$ cat config.mk
export PLATFORM = sky130hd
export DESIGN_NAME = split_reload_timer
export DESIGN_NICKNAME = d
export VERILOG_FILES = /design/src/rtl/split_reload_timer.sv
export SDC_FILE = /design/constraint.sdc
export NUM_CORES = 1
export LEC_CHECK = 0
export ABC_AREA = 1
export BUFFER_PORTS_ARGS = -buffer_cell sky130_fd_sc_hd__buf_2
export CORE_UTILIZATION = 35
export CTS_CLUSTER_SIZE = 10
export DETAILED_ROUTE_END_ITERATION = 8
export MAX_ROUTING_LAYER = met4
export PLACE_DENSITY_LB_ADDON = 0.05
export REMOVE_ABC_BUFFERS = 1
export SYNTH_ARGS = -nofsm -noshare
export SYNTH_HDL_FRONTEND = slang
export SYNTH_SLANG_ARGS = --single-unit
$ cat constraint.sdc
create_clock -name clk -period 1.5 [get_ports clk]
set_input_delay 0.15 -clock clk [delete_from_list [all_inputs] [get_ports clk]]
set_output_delay 0.15 -clock clk [all_outputs]
set_load 0.1 [all_outputs]
$ cat src/rtl/split_reload_timer.sv
module split_reload_timer #(
  parameter int SYS_DIV  = 12,
  parameter int SLOW_DIV = 8
) (
  input  logic       clk,
  input  logic       rst_n,
  input  logic       slow_in,
  input  logic       cmp_in,
  input  logic       wr_en,
  input  logic [2:0] wr_addr,
  input  logic [7:0] wr_data,
  input  logic [2:0] rd_addr,
  output logic [7:0] rd_data,
  output logic       irq
);
  localparam int PW = $clog2(SYS_DIV);
  localparam int SW = $clog2(SLOW_DIV);

  logic [7:0] ctrl_q, cnt_lo, cnt_hi, rld_lo, rld_hi;
  logic [1:0] flags;
  logic [PW-1:0] pre;
  logic [SW-1:0] sdiv;
  logic [2:0] slow_s, cmp_s;
  logic tick;

  wire run   = ctrl_q[0];
  wire split = ctrl_q[1];
  wire lo_ie = ctrl_q[2];
  wire ie    = ctrl_q[3];
  wire fast  = ctrl_q[4];
  wire [1:0] sel = ctrl_q[6:5];

  wire pre_tick  = (pre == PW'(SYS_DIV - 1));
  wire slow_edge = slow_s[1] & ~slow_s[2];
  wire cmp_edge  = cmp_s[1] & ~cmp_s[2];
  wire slow_tick = slow_edge && (sdiv == SW'(SLOW_DIV - 1));

  always_comb begin
    case (sel)
      2'b00:   tick = pre_tick;
      2'b01:   tick = slow_tick;
      2'b11:   tick = cmp_edge;
      default: tick = 1'b0;
    endcase
    if (fast) tick = 1'b1;
  end

  wire lo_wrap = (cnt_lo == 8'hFF);
  wire hi_wrap = (cnt_hi == 8'hFF);
  wire lo_step = tick && (split || run);
  wire hi_step = tick && run && (split || lo_wrap);
  wire lo_set  = lo_step && lo_wrap;
  wire hi_set  = hi_step && hi_wrap;
  wire lo_load = lo_wrap && (split || hi_wrap);

  wire w_ctrl = wr_en && wr_addr == 3'd0;
  wire w_flag = wr_en && wr_addr == 3'd1;
  wire w_lo   = wr_en && wr_addr == 3'd2;
  wire w_hi   = wr_en && wr_addr == 3'd3;

  always_ff @(posedge clk or negedge rst_n) begin
    if (!rst_n) begin
      pre    <= '0;
      sdiv   <= '0;
      slow_s <= '0;
      cmp_s  <= '0;
    end else begin
      slow_s <= {slow_s[1:0], slow_in};
      cmp_s  <= {cmp_s[1:0], cmp_in};
      pre    <= pre_tick ? '0 : pre + 1'b1;
      if (slow_edge) sdiv <= (sdiv == SW'(SLOW_DIV - 1)) ? '0 : sdiv + 1'b1;
    end
  end

  always_ff @(posedge clk or negedge rst_n) begin
    if (!rst_n) begin
      ctrl_q <= '0;
      rld_lo <= '0;
      rld_hi <= '0;
      cnt_lo <= '0;
      cnt_hi <= '0;
      flags  <= '0;
    end else begin
      if (w_ctrl) ctrl_q <= {1'b0, wr_data[6:0]};
      if (wr_en && wr_addr == 3'd4) rld_lo <= wr_data;
      if (wr_en && wr_addr == 3'd5) rld_hi <= wr_data;
      if (w_lo)         cnt_lo <= wr_data;
      else if (lo_step) cnt_lo <= lo_load ? rld_lo : cnt_lo + 8'd1;
      if (w_hi)         cnt_hi <= wr_data;
      else if (hi_step) cnt_hi <= hi_wrap ? rld_hi : cnt_hi + 8'd1;
      flags <= (flags & (w_flag ? wr_data[1:0] : 2'b11)) | {hi_set, lo_set};
    end
  end

  always_comb begin
    case (rd_addr)
      3'd0:    rd_data = ctrl_q;
      3'd1:    rd_data = {6'd0, flags};
      3'd2:    rd_data = cnt_lo;
      3'd3:    rd_data = cnt_hi;
      3'd4:    rd_data = rld_lo;
      3'd5:    rd_data = rld_hi;
      default: rd_data = 8'd0;
    endcase
  end

  assign irq = ie && (flags[1] || (lo_ie && flags[0]));
endmodule


Word-level counts from Yosys, hierarchy flattened --
Index checks and enable logic that the tools add are counted.
Word-level totals: output and inout port bits 9, bits of input ports 19, register bits after elaboration 54
Operators by class: reduce and logical (&&, ||, !) cells 24, equality and inequality tests 16, muxes and demuxes 12, bitwise gates (word level) 6, add/sub/neg operators 4
Operators with widths (number):
- two-way mux 8 bit | 6
- case mux 8 bit (6 select lines) | 1
- adder 8 x 1 -> 8 bit, second input constant | 2
- == test 8 bit, second input constant | 2
- == test 3 bit, second input constant | 5
- logical AND 1 bit | 15
- == test 3 x 2 -> 1 bit, second input constant | 4
- == test 3 x 1 -> 1 bit, second input constant | 2
- zero test 3 bit | 2
- adder 4 x 1 -> 4 bit, second input constant | 1
- == test 4 bit, second input constant | 1
- logical OR 1 bit | 4
- two-way mux 4 bit | 1
- nonzero test 2 bit | 2
- adder 3 x 1 -> 3 bit, second input constant | 1
- two-way mux 3 bit | 1
- case mux 1 bit (3 select lines) | 1
- bitwise AND 1 bit | 2
- bitwise AND 2 bit | 1
- == test 2 x 1 -> 1 bit, second input constant | 1
- == test 2 bit, second input constant | 1
- zero test 2 bit | 1
- two-way mux 2 bit | 1
- inverter 1 bit | 2
- 2 further kinds | 2

Longest topological paths before layout --
Gate-level depths: netlist of run 1.
depth after elaboration 9, mapped depth 11

Worst setup path after synthesis of run 1 --
OpenSTA, ideal clock, no wires.
path kind input port to output port, start point input port rd_addr[1], end point output port rd_data[3], slack -0.574 ns, data arrival time 1.924 ns, path buffers 0, stages on the path 3, path through nor2_1 -> nand2_1 -> o2111ai_1
On the way: cells in the longest elaborated chain, start to end 2, elaborated cells on any way between the ends 7
Ends and longest elaborated chain:
- start, declared | line 12 | input logic [2:0] rd_addr,
- == test 3 bit (tied with other cells) | line 96 | case (rd_addr)
- case mux 8 bit (6 select lines) * | line 96
- end, declared | line 13 | output logic [7:0] rd_data,
Mark *: on every way between the ends. The rest lies on a longest branch, timed or not.

Worst setup path after layout of run 1 --
start point register cnt_hi[2], end point output port rd_data[2]
On the way: cells in the longest elaborated chain, start to end 1
Ends and longest elaborated chain:
- start, declared | line 19 | logic [7:0] ctrl_q, cnt_lo, cnt_hi, rld_lo, rld_hi;
- start signal, assigned | line 89 | if (w_hi) cnt_hi <= wr_data;
- start signal, assigned | line 90 | else if (hi_step) cnt_hi <= hi_wrap ? rld_hi : cnt_hi + 8'd1;
- case mux 8 bit (6 select lines) | line 96
Every way passes these cells.

==> impl_metrics.tcl, run 1 <==
set metrics [dict create \
    status "complete, but fails checks" \
    violations "negative setup slack" \
    cp_max_fo 2 \
    cp-startpoint "cnt_hi[2]$_DFFE_PN0P_" \
    num_rows 33 \
    initial_core_util_pct 36.7 \
    required_ps 1350 \
    r2r-end "cnt_hi[2]$_DFFE_PN0P_" \
    utilization_pct 51.5 \
    fp.dieArea_um2 9130 \
    drtIter0Drc 161 \
    worstHoldPathCells 3 \
    grt_use_total_pct 23.2 \
    crit_family "flip-flops" \
    ys_types 34 \
    fin_setup_tns_ps -1190 \
    synth_area_um2 3060 \
    yosysSeqAreaShare_pct 44.1 \
    seqCellArea_um2 1360 \
    drive_above_1_share_pct 33.7 \
    grt_pass1_vias 2937 \
    nNetsFinal 521 \
    tritoncts "done" \
    synth_top_family_by_area "simple AND/OR/NAND/NOR gates" \
    antenna_found_initial 0 \
    yosys_warnings 0 \
    path_class "flop to output port" \
    grt_max_degree 40 \
    rsz0062_at_grt "true" \
    grt_first_pass_wirelength_um 15300 \
    gp_congestion 0.847 \
    wl_um 9280 \
    fin_crit_sh_pct 107 \
    r2r_cells 11 \
    max_clock_freq_mhz 621 \
    ir_drop_uv 671 \
    r2r_setup_slack_ps -110 \
    slowest_delay_ps 420 \
    wl_per_cell_um 15.4 \
    place_hpwl_um 6760 \
    synthCells 411 \
    crit_buf_inv 2 \
    finalInstanceArea_um2 4300 \
    cts_buffers 5 \
    drc_errors 0 \
    cp_slowest_cell "dfrtp_1" \
    postRouteAntennaNets 0 \
    report.final.slew_viol_count 0 \
    core_um2 8340 \
    crit_end "rd_data[2]" \
    insertion_delay_ps 320 \
    grt_overflow 0 \
    cp-end-kind "output port" \
    synth_compound_area_share_pct 12.1 \
    path_cells "buf_6 > nand2_2 > nand2_2 > a221oi_2 > nand2_1 > buf_12" \
    cpMostUsedCell "nand2_2" \
    place_area_um2 3700 \
    crit_path_start_kind "flop" \
    synthMuxAreaShare_pct 0 \
    via_count 2982 \
    crit_cells 6 \
    fill_cells 838 \
    areaGrowthSynthToFinish_pct 40.3 \
    setup-violations-final 23 \
    numPlacedInstances 573 \
    relSlewSlack_pct 62.9 \
    fin_skew_ps 9.17 \
    port_buffers 27 \
    r2r-start "sdiv[0]$_DFFE_PN0P_" \
    arrival_ps 1460 \
    clockBufferDepth 2 \
    cts_max_level 2 \
    layout_setup_ws_ps -111 \
    synthSimpleGateAreaFrac_pct 33.4 \
    drv_cap 0 \
    instances_no_fill 603 \
    antenna_cells 0 \
    hold_path.class "input pin to flop" \
    root_buffer "clkbuf_8" \
    pin_count 28 \
    cts.sinks 54 \
    die_h_um 95.6 \
    hold_viol_final 0 \
    fin_crit_ps 1610 \
    p_per_area_nw_per_um2 1400 \
    multi_input_area_um2 1760 \
    clkTransAtPathRegs_ps 110 \
    synth_seq_cells 54 \
    drt_first_pass_iters 4 \
    worstMarginPinSlew_ps 555 \
    dieWidth_um 95.6 \
    yosys.area_share.adder_pct 2.04 \
    vias_per_cell 4.95 \
    power_leakage_uw 0.00222 \
    synthXorXnorAreaFrac_pct 0.857 \
    synth_area_per_cell_um2 7.46 \
]
worst register-to-register path: cells and delay by family, from the launching register on:
kind / cells / cell delay [ps]
flip-flops: 1 / 400
adder cells (fa/ha/maj): 2 / 350
buffers and inverters: 1 / 130
AND/OR/NAND/NOR: 8 / 640
sequential cells by signal, summed over array words and instances (netlist names):
signal	cells
rld_hi	8
ctrl_q	7
rld_lo	8
cnt_hi	8
cnt_lo	8
slow_s	3
sdiv	3
flags	2
cmp_s	3
pre	4
cells in the final DEF (no fill, tap or decap), types with 4 or more instances in the layout:
cell type / n
nand2_1: 120
dfrtp_1: 51
inv_1: 42
o21ai_0: 42
buf_4: 40
nand3_1: 31
nand3_2: 20
buf_2: 18
nor2_1: 16
nand2_2: 14
buf_6: 13
buf_12: 9
inv_2: 7
nand2_4: 7
a21oi_1: 5
a22oi_2: 5
o21ai_1: 5
clkbuf_8: 5
nand4_1: 4
power by group:
part	leakage (µW)	total, µW	internal (µW)	switching, µW
Clock	0.0000483	874	339	535
Combinational	0.00149	2990	1330	1650
Sequential	0.000675	2170	1820	356
Total	0.00222	6030	3490	2540
per-layer routing:
| metal | wire length, µm | vias to the layer above | GRT usage, % | part of all wire, % |
|---|---|---|---|---|
| met5 | 0 | - | - | 0 |
| met4 | 106 | 0 | 5.35 | 1.1 |
| met3 | 201 | 10 | 2.95 | 2.2 |
| met2 | 4460 | 51 | 38.2 | 48 |
| met1 | 4510 | 1406 | 30.4 | 49 |
| li1 | - | 1515 | - | - |
worst min path at each step:
stage / from / endpoint / slack, ps
2_1_floorplan: rst_n / cmp_s[0]$_DFF_PN0_ / -150
3_3_place_gp: rst_n / cnt_lo[7]$_DFFE_PN0P_ / 110
3_5_place_dp: rst_n / rld_lo[6]$_DFFE_PN0P_ / 130
4_1_cts: wr_data[2] / cnt_lo[2]$_DFFE_PN0P_ / 110
5_1_grt: wr_data[2] / cnt_lo[2]$_DFFE_PN0P_ / 130
6_report: wr_data[2] / cnt_lo[2]$_DFFE_PN0P_ / 110
Yosys cell counts (all sizes together):
cell	count	area (µm²)
nand2	143	569
dfrtp	54	1350
inv	51	194
nand3	51	278
o21ai	47	235
nor2	20	93.8
a21oi	6	30.0
a22oi	5	37.5
ha	5	62.6
nand4	5	46.3
clkbuf	4	15.0
o22ai	3	18.8
buf	2	16.3
nand3b	2	15.0
o2111ai	2	17.5
o211ai	2	15.0
or2	2	12.5
xnor2	2	17.5
a221oi	1	8.76
clkinv	1	3.75
nor3	1	10.0
o21a	1	7.51
xor2	1	8.76
metrics by stage:
| stage | power [µW] | hold slack [ps] | worst slack, ps |
|---|---|---|---|
| final | 6030 | 114 | -111 |
| after global routing | 6480 | 131 | -219 |
| after CTS | 5810 | 111 | -102 |
| after detailed placement | 4480 | 126 | -196 |
| after global placement | 4470 | 111 | -117 |
| after floorplan | 3500 | -146 | -574 |
final cells by class:
cell class	count	share of cell area (%)
clock buffer	5	1.60
clock inverter	3	0.611
inverter	52	4.77
multi-input combinational	300	40.9
sequential	54	31.5
tap	105	3.06
timing repair buffer	84	17.6
cell families after synthesis:
family                     count (synthesis)
AOI/OAI and AO/OA                         67
xor gates and xnor gates                   3
adders and majority gates                  5
buffers and inverters                     58
DFF                                       54
and+or+nand+nor                          224
what timing repair did:
action / CTS / global route
cloned: 1 / 0
gates resized for setup: 48 / 40
hold buffers: 3 / 0
pin swaps: 25 / 23
endpoints found under the setup margin: 26 / 27
hold endpoints to repair: 17 / 0
buffers inserted: 17 / 4
Note: power is estimated with default switching activity, not from simulation.
==> inputs of run 2 (changes only) <==
- clock period: 1.5 -> 1.6 ns (I/O delays scaled with it)
==> impl_metrics.tcl, run 2 (synthesized netlist as in run 1, its figures left out) <==
set metrics [dict create \
    status "completed" \
    seqCellArea_um2 1360 \
    crit_path_start_kind "flop" \
    cts.sinks 54 \
    utilization_pct 48.8 \
    final_common_cell "nand2_1" \
    crit_end "rd_data[2]" \
    r2r_setup_slack_ps 20 \
    postRouteAntennaNets 0 \
    path_class "flop to output port" \
    cp-startpoint "cnt_lo[2]$_DFFE_PN0P_" \
    drt_first_pass_iters 5 \
    grt_max_degree 55 \
    multi_input_area_um2 1650 \
    place_area_um2 3670 \
    ir_drop_uv 566 \
    place_hpwl_um 6600 \
    grt_pass1_vias 2826 \
    vias_per_cell 4.98 \
    cp_max_fo 3 \
    root_buffer "clkbuf_8" \
    tritoncts "done" \
    fp.dieArea_um2 9130 \
    hold_path.class "input pin to flop" \
    fin_skew_ps 18.2 \
    drive_above_1_share_pct 28.5 \
    core_um2 8340 \
    nNetsFinal 511 \
    r2r_cells 11 \
    initial_core_util_pct 36.7 \
    power_leakage_uw 0.00211 \
    rsz0062_at_grt "true" \
    drv_cap 0 \
    r2r-end "cnt_hi[6]$_DFFE_PN0P_" \
    antenna_cells 0 \
    antenna_found_initial 0 \
    fin_crit_ps 1590 \
    cp-end-kind "output port" \
    dieWidth_um 95.6 \
    insertion_delay_ps 330 \
    drc_errors 0 \
    fill_cells 844 \
    clockBufferDepth 2 \
    grt_use_total_pct 22.3 \
    max_clock_freq_mhz 630 \
    relSlewSlack_pct 58.6 \
    grt_first_pass_wirelength_um 14800 \
    num_rows 33 \
    cts_max_level 2 \
    port_buffers 27 \
    via_count 2952 \
    arrival_ps 1430 \
    r2r-start "sdiv[1]$_DFFE_PN0P_" \
    clkTransAtPathRegs_ps 120 \
    areaGrowthSynthToFinish_pct 32.7 \
    grt_overflow 0 \
    required_ps 1440 \
    cts_buffers 5 \
    p_per_area_nw_per_um2 1300 \
    die_h_um 95.6 \
    report.final.slew_viol_count 0 \
    worstMarginPinSlew_ps 619 \
    setup-violations-final 0 \
    pin_count 28 \
    fin_crit_sh_pct 99.2 \
    worstHoldPathCells 3 \
    layout_common_cells "122 x nand2_1, 51 x dfrtp_1, 44 x inv_1" \
    hold_viol_final 0 \
    finalInstanceArea_um2 4070 \
    gp_congestion 0.857 \
    wl_per_cell_um 15.1 \
    wl_um 8930 \
    drtIter0Drc 188 \
]
run 2: cell types whose count changed in the layout (fill, tap and decap cells not counted), moves of 3 or more:
cell     change
nand2_4      -3
buf_6        -8
nand3_2     -12
nand3_1     +12
run 2: through the flow:
stage                     std cells  total power [µW]  worst slack, ps  TNS [ps]  hold slack, ps
after floorplan                 405              3280             -494     -1270            -136
after global placement          569              4160            -11.6     -33.7             184
after detailed placement        569              4170            -57.4      -432             185
after CTS                       585              5130            -4.98     -4.98             110
after global routing            593              5680            -81.1      -838             123
final                           593              5300             12.6         0             124
run 2: cell type report:
| class | count | share of cell area [%] |
|---|---|---|
| multi-input combinational | 300 | 40.5 |
| tap | 105 | 3.23 |
| inverter | 52 | 4.86 |
| timing repair buffer | 74 | 15.9 |
| clock buffer | 5 | 1.69 |
| clock inverter | 3 | 0.523 |
| sequential | 54 | 33.3 |
run 2: worst min path at each step:
stage | from | end | slack, ps
floorplan | rst_n | cmp_s[0]$_DFF_PN0_ | -140
detailed placement | rst_n | pre[3]$_DFF_PN0_ | 190
global placement | rst_n | pre[3]$_DFF_PN0_ | 180
CTS | wr_data[2] | cnt_lo[2]$_DFFE_PN0P_ | 110
global route | wr_data[2] | cnt_lo[2]$_DFFE_PN0P_ | 120
finish | wr_data[2] | cnt_lo[2]$_DFFE_PN0P_ | 120
run 2: report_power, final:
part | internal (µW) | switching (µW) | leakage (µW) | total (µW)
clock network | 309 | 494 | 0.0000441 | 804
registers | 1700 | 333 | 0.000675 | 2040
logic | 1060 | 1400 | 0.00139 | 2460
run 2: timing repair:
action                                 CTS  global route
hold buffers                             3             0
endpoints found under the hold margin   56             0
setup endpoints to repair               21            26
buffers inserted                         4             9
cloned                                   1             0
pin swaps                                9            14
gates resized for setup                 20            32
run 2: critical path, stage by stage, from the launching register on:
cell      delay, ps
dfrtp_2         450
nand2_2          80
nand2_2          60
a221oi_2        190
nand2_1         140
buf_12          190
run 2: layer usage:
layer  global-route usage (%)  vias to the layer above  part of all wire [%]  routed length [µm]
met2                     34.2                       76                    45                4030
met3                     2.87                       16                   3.6                 323
met1                     30.4                     1370                    49                4350
met4                     7.71                        0                   2.5                 227
met5                        -                        -                     0                   0
li1                         -                     1490                     -                   -
==> inputs of run 3 (changes only) <==
- PLACE_DENSITY_LB_ADDON: 0.05 -> 0.3
==> impl_metrics.tcl, run 3 (synthesized netlist as in run 1, its figures left out) <==
set metrics [dict create \
    status "completed" \
    gp_congestion 0.950 \
    nNetsFinal 503 \
    setup-violations-final 0 \
    r2r_setup_slack_ps 60 \
    antenna_found_initial 0 \
    max_clock_freq_mhz 630 \
    relSlewSlack_pct 64.7 \
    die_h_um 95.6 \
    crit_family "flip-flops" \
    insertion_delay_ps 310 \
    antenna_cells 0 \
    numPlacedInstances 562 \
    arrival_ps 1430 \
    fp.dieArea_um2 9130 \
    r2r-end "cnt_hi[6]$_DFFE_PN0P_" \
    power_leakage_uw 0.00209 \
    pin_count 28 \
    p_per_area_nw_per_um2 1320 \
    grt_max_degree 55 \
    path_cells "a22oi_2 > o2111ai_2 > buf_12" \
    place_hpwl_um 6070 \
    grt_use_total_pct 19.8 \
    r2r_cells 10 \
    cp_max_fo 6 \
    drive_above_1_share_pct 27.3 \
    cts_max_level 2 \
    cts_buffers 5 \
    root_buffer "clkbuf_8" \
    cts.sinks 54 \
    vias_per_cell 5.10 \
    port_buffers 27 \
    cp-startpoint "cnt_lo[3]$_DFFE_PN0P_" \
    postRouteAntennaNets 0 \
    wl_per_cell_um 14.4 \
    grt_overflow 0 \
    via_count 2982 \
    timing.hold.ws_ps 141 \
    slowest_delay_ps 510 \
    drt_first_pass_iters 6 \
    hold_path.class "input pin to flop" \
    core_um2 8340 \
    final_common_cell "nand2_1" \
    clkTransAtPathRegs_ps 100 \
    initial_core_util_pct 36.7 \
    required_ps 1440 \
    drc_errors 0 \
    cp_slowest_cell "dfrtp_1" \
    crit_buf_inv 1 \
    crit_end "rd_data[3]" \
    grt_pass1_vias 2771 \
    ir_drop_uv 637 \
    fin_crit_sh_pct 99.3 \
    cp-end-kind "output port" \
    dieWidth_um 95.6 \
    path_class "flop to output port" \
    areaGrowthSynthToFinish_pct 31.8 \
    worstMarginPinSlew_ps 528 \
    wl_um 8400 \
    fin_skew_ps 10.1 \
    crit_path_start_kind "flop" \
    hold_viol_final 0 \
    report.final.slew_viol_count 0 \
    instances_no_fill 585 \
    clockBufferDepth 2 \
    r2r-start "sdiv[1]$_DFFE_PN0P_" \
    crit_cells 3 \
    layout_common_cells "124 x nand2_1, 50 x dfrtp_1, 43 x nand3_1" \
    drtIter0Drc 218 \
    grt_first_pass_wirelength_um 13400 \
    drv_cap 0 \
    num_rows 33 \
    rsz0062_at_grt "true" \
    fin_crit_ps 1590 \
    tritoncts "done" \
    utilization_pct 48.4 \
]
## run 3: cell count changes in the layout (fill, tap and decap cells not counted), sizes merged
cell	previous run	this run
clkbuf	5	7
buf	71	63
clkinvlp	1	0
bufinv	0	1
clkinv	3	1
## run 3: area by class of cell
| cell class | count | area, µm² |
|---|---|---|
| well taps | 105 | 131 |
| flip-flops and latches | 54 | 1360 |
| inverters | 52 | 198 |
| repair buffers | 66 | 579 |
| multi-input cells | 300 | 1670 |
| clock buffers | 7 | 76.3 |
| fillers | 805 | 4300 |
| clock inverters | 1 | 30.0 |
## run 3: worst min-delay path by stage
stage / startpoint / to / slack [ps] / cells after the start
floorplan: rst_n / cmp_s[0]$_DFF_PN0_ / -140 / 0
detailed placement: rst_n / slow_s[0]$_DFF_PN0_ / 190 / 2
global placement: rst_n / slow_s[0]$_DFF_PN0_ / 180 / 2
global route: wr_data[1] / cnt_lo[1]$_DFFE_PN0P_ / 150 / 3
finish: wr_data[1] / cnt_lo[1]$_DFFE_PN0P_ / 140 / 3
CTS: wr_data[1] / cnt_lo[1]$_DFFE_PN0P_ / 140 / 3
## run 3: worst register-to-register path, stage by stage, from the launching register on
cell     delay (ps)
dfrtp_1         390
ha_2            200
ha_4            160
nand3_2          70
nand2_2          50
nand3_2          70
nand2_4          90
nand3_4         180
nand2_8         100
nand2_1          80
nand2_1          50
## run 3: what timing repair did
item / 4_1_cts / 5_1_grt
buffers inserted: 1 / 13
pin swaps: 8 / 17
gates cloned: 0 / 1
resized for setup: 15 / 44
setup endpoints to repair: 21 / 24
endpoints found under the hold margin: 56 / 0
hold buffers: 3 / 0
## run 3: power by group
part | leakage (µW) | switching [µW] | internal [µW] | total (µW)
clock network | 0.0000524 | 448 | 469 | 918
logic | 0.00136 | 1330 | 998 | 2330
registers | 0.000674 | 383 | 1710 | 2090
## run 3: metal layers
layer  track usage [%]  wire length (µm)
met5                 -                 0
met4              4.85               191
met3              2.39               488
met2              31.7              4050
met1              26.8              3670
## run 3: metrics by stage
step	setup WS [ps]	power [µW]	instance area, µm²	TNS (ps)
3_3_place_gp	10.3	4060	3620	0
5_1_grt	-61.7	5700	4040	-307
2_1_floorplan	-494	3280	3030	-1270
6_report	11.5	5340	4040	0
4_1_cts	-12.6	5080	3800	-12.6
3_5_place_dp	-86.5	4100	3620	-661
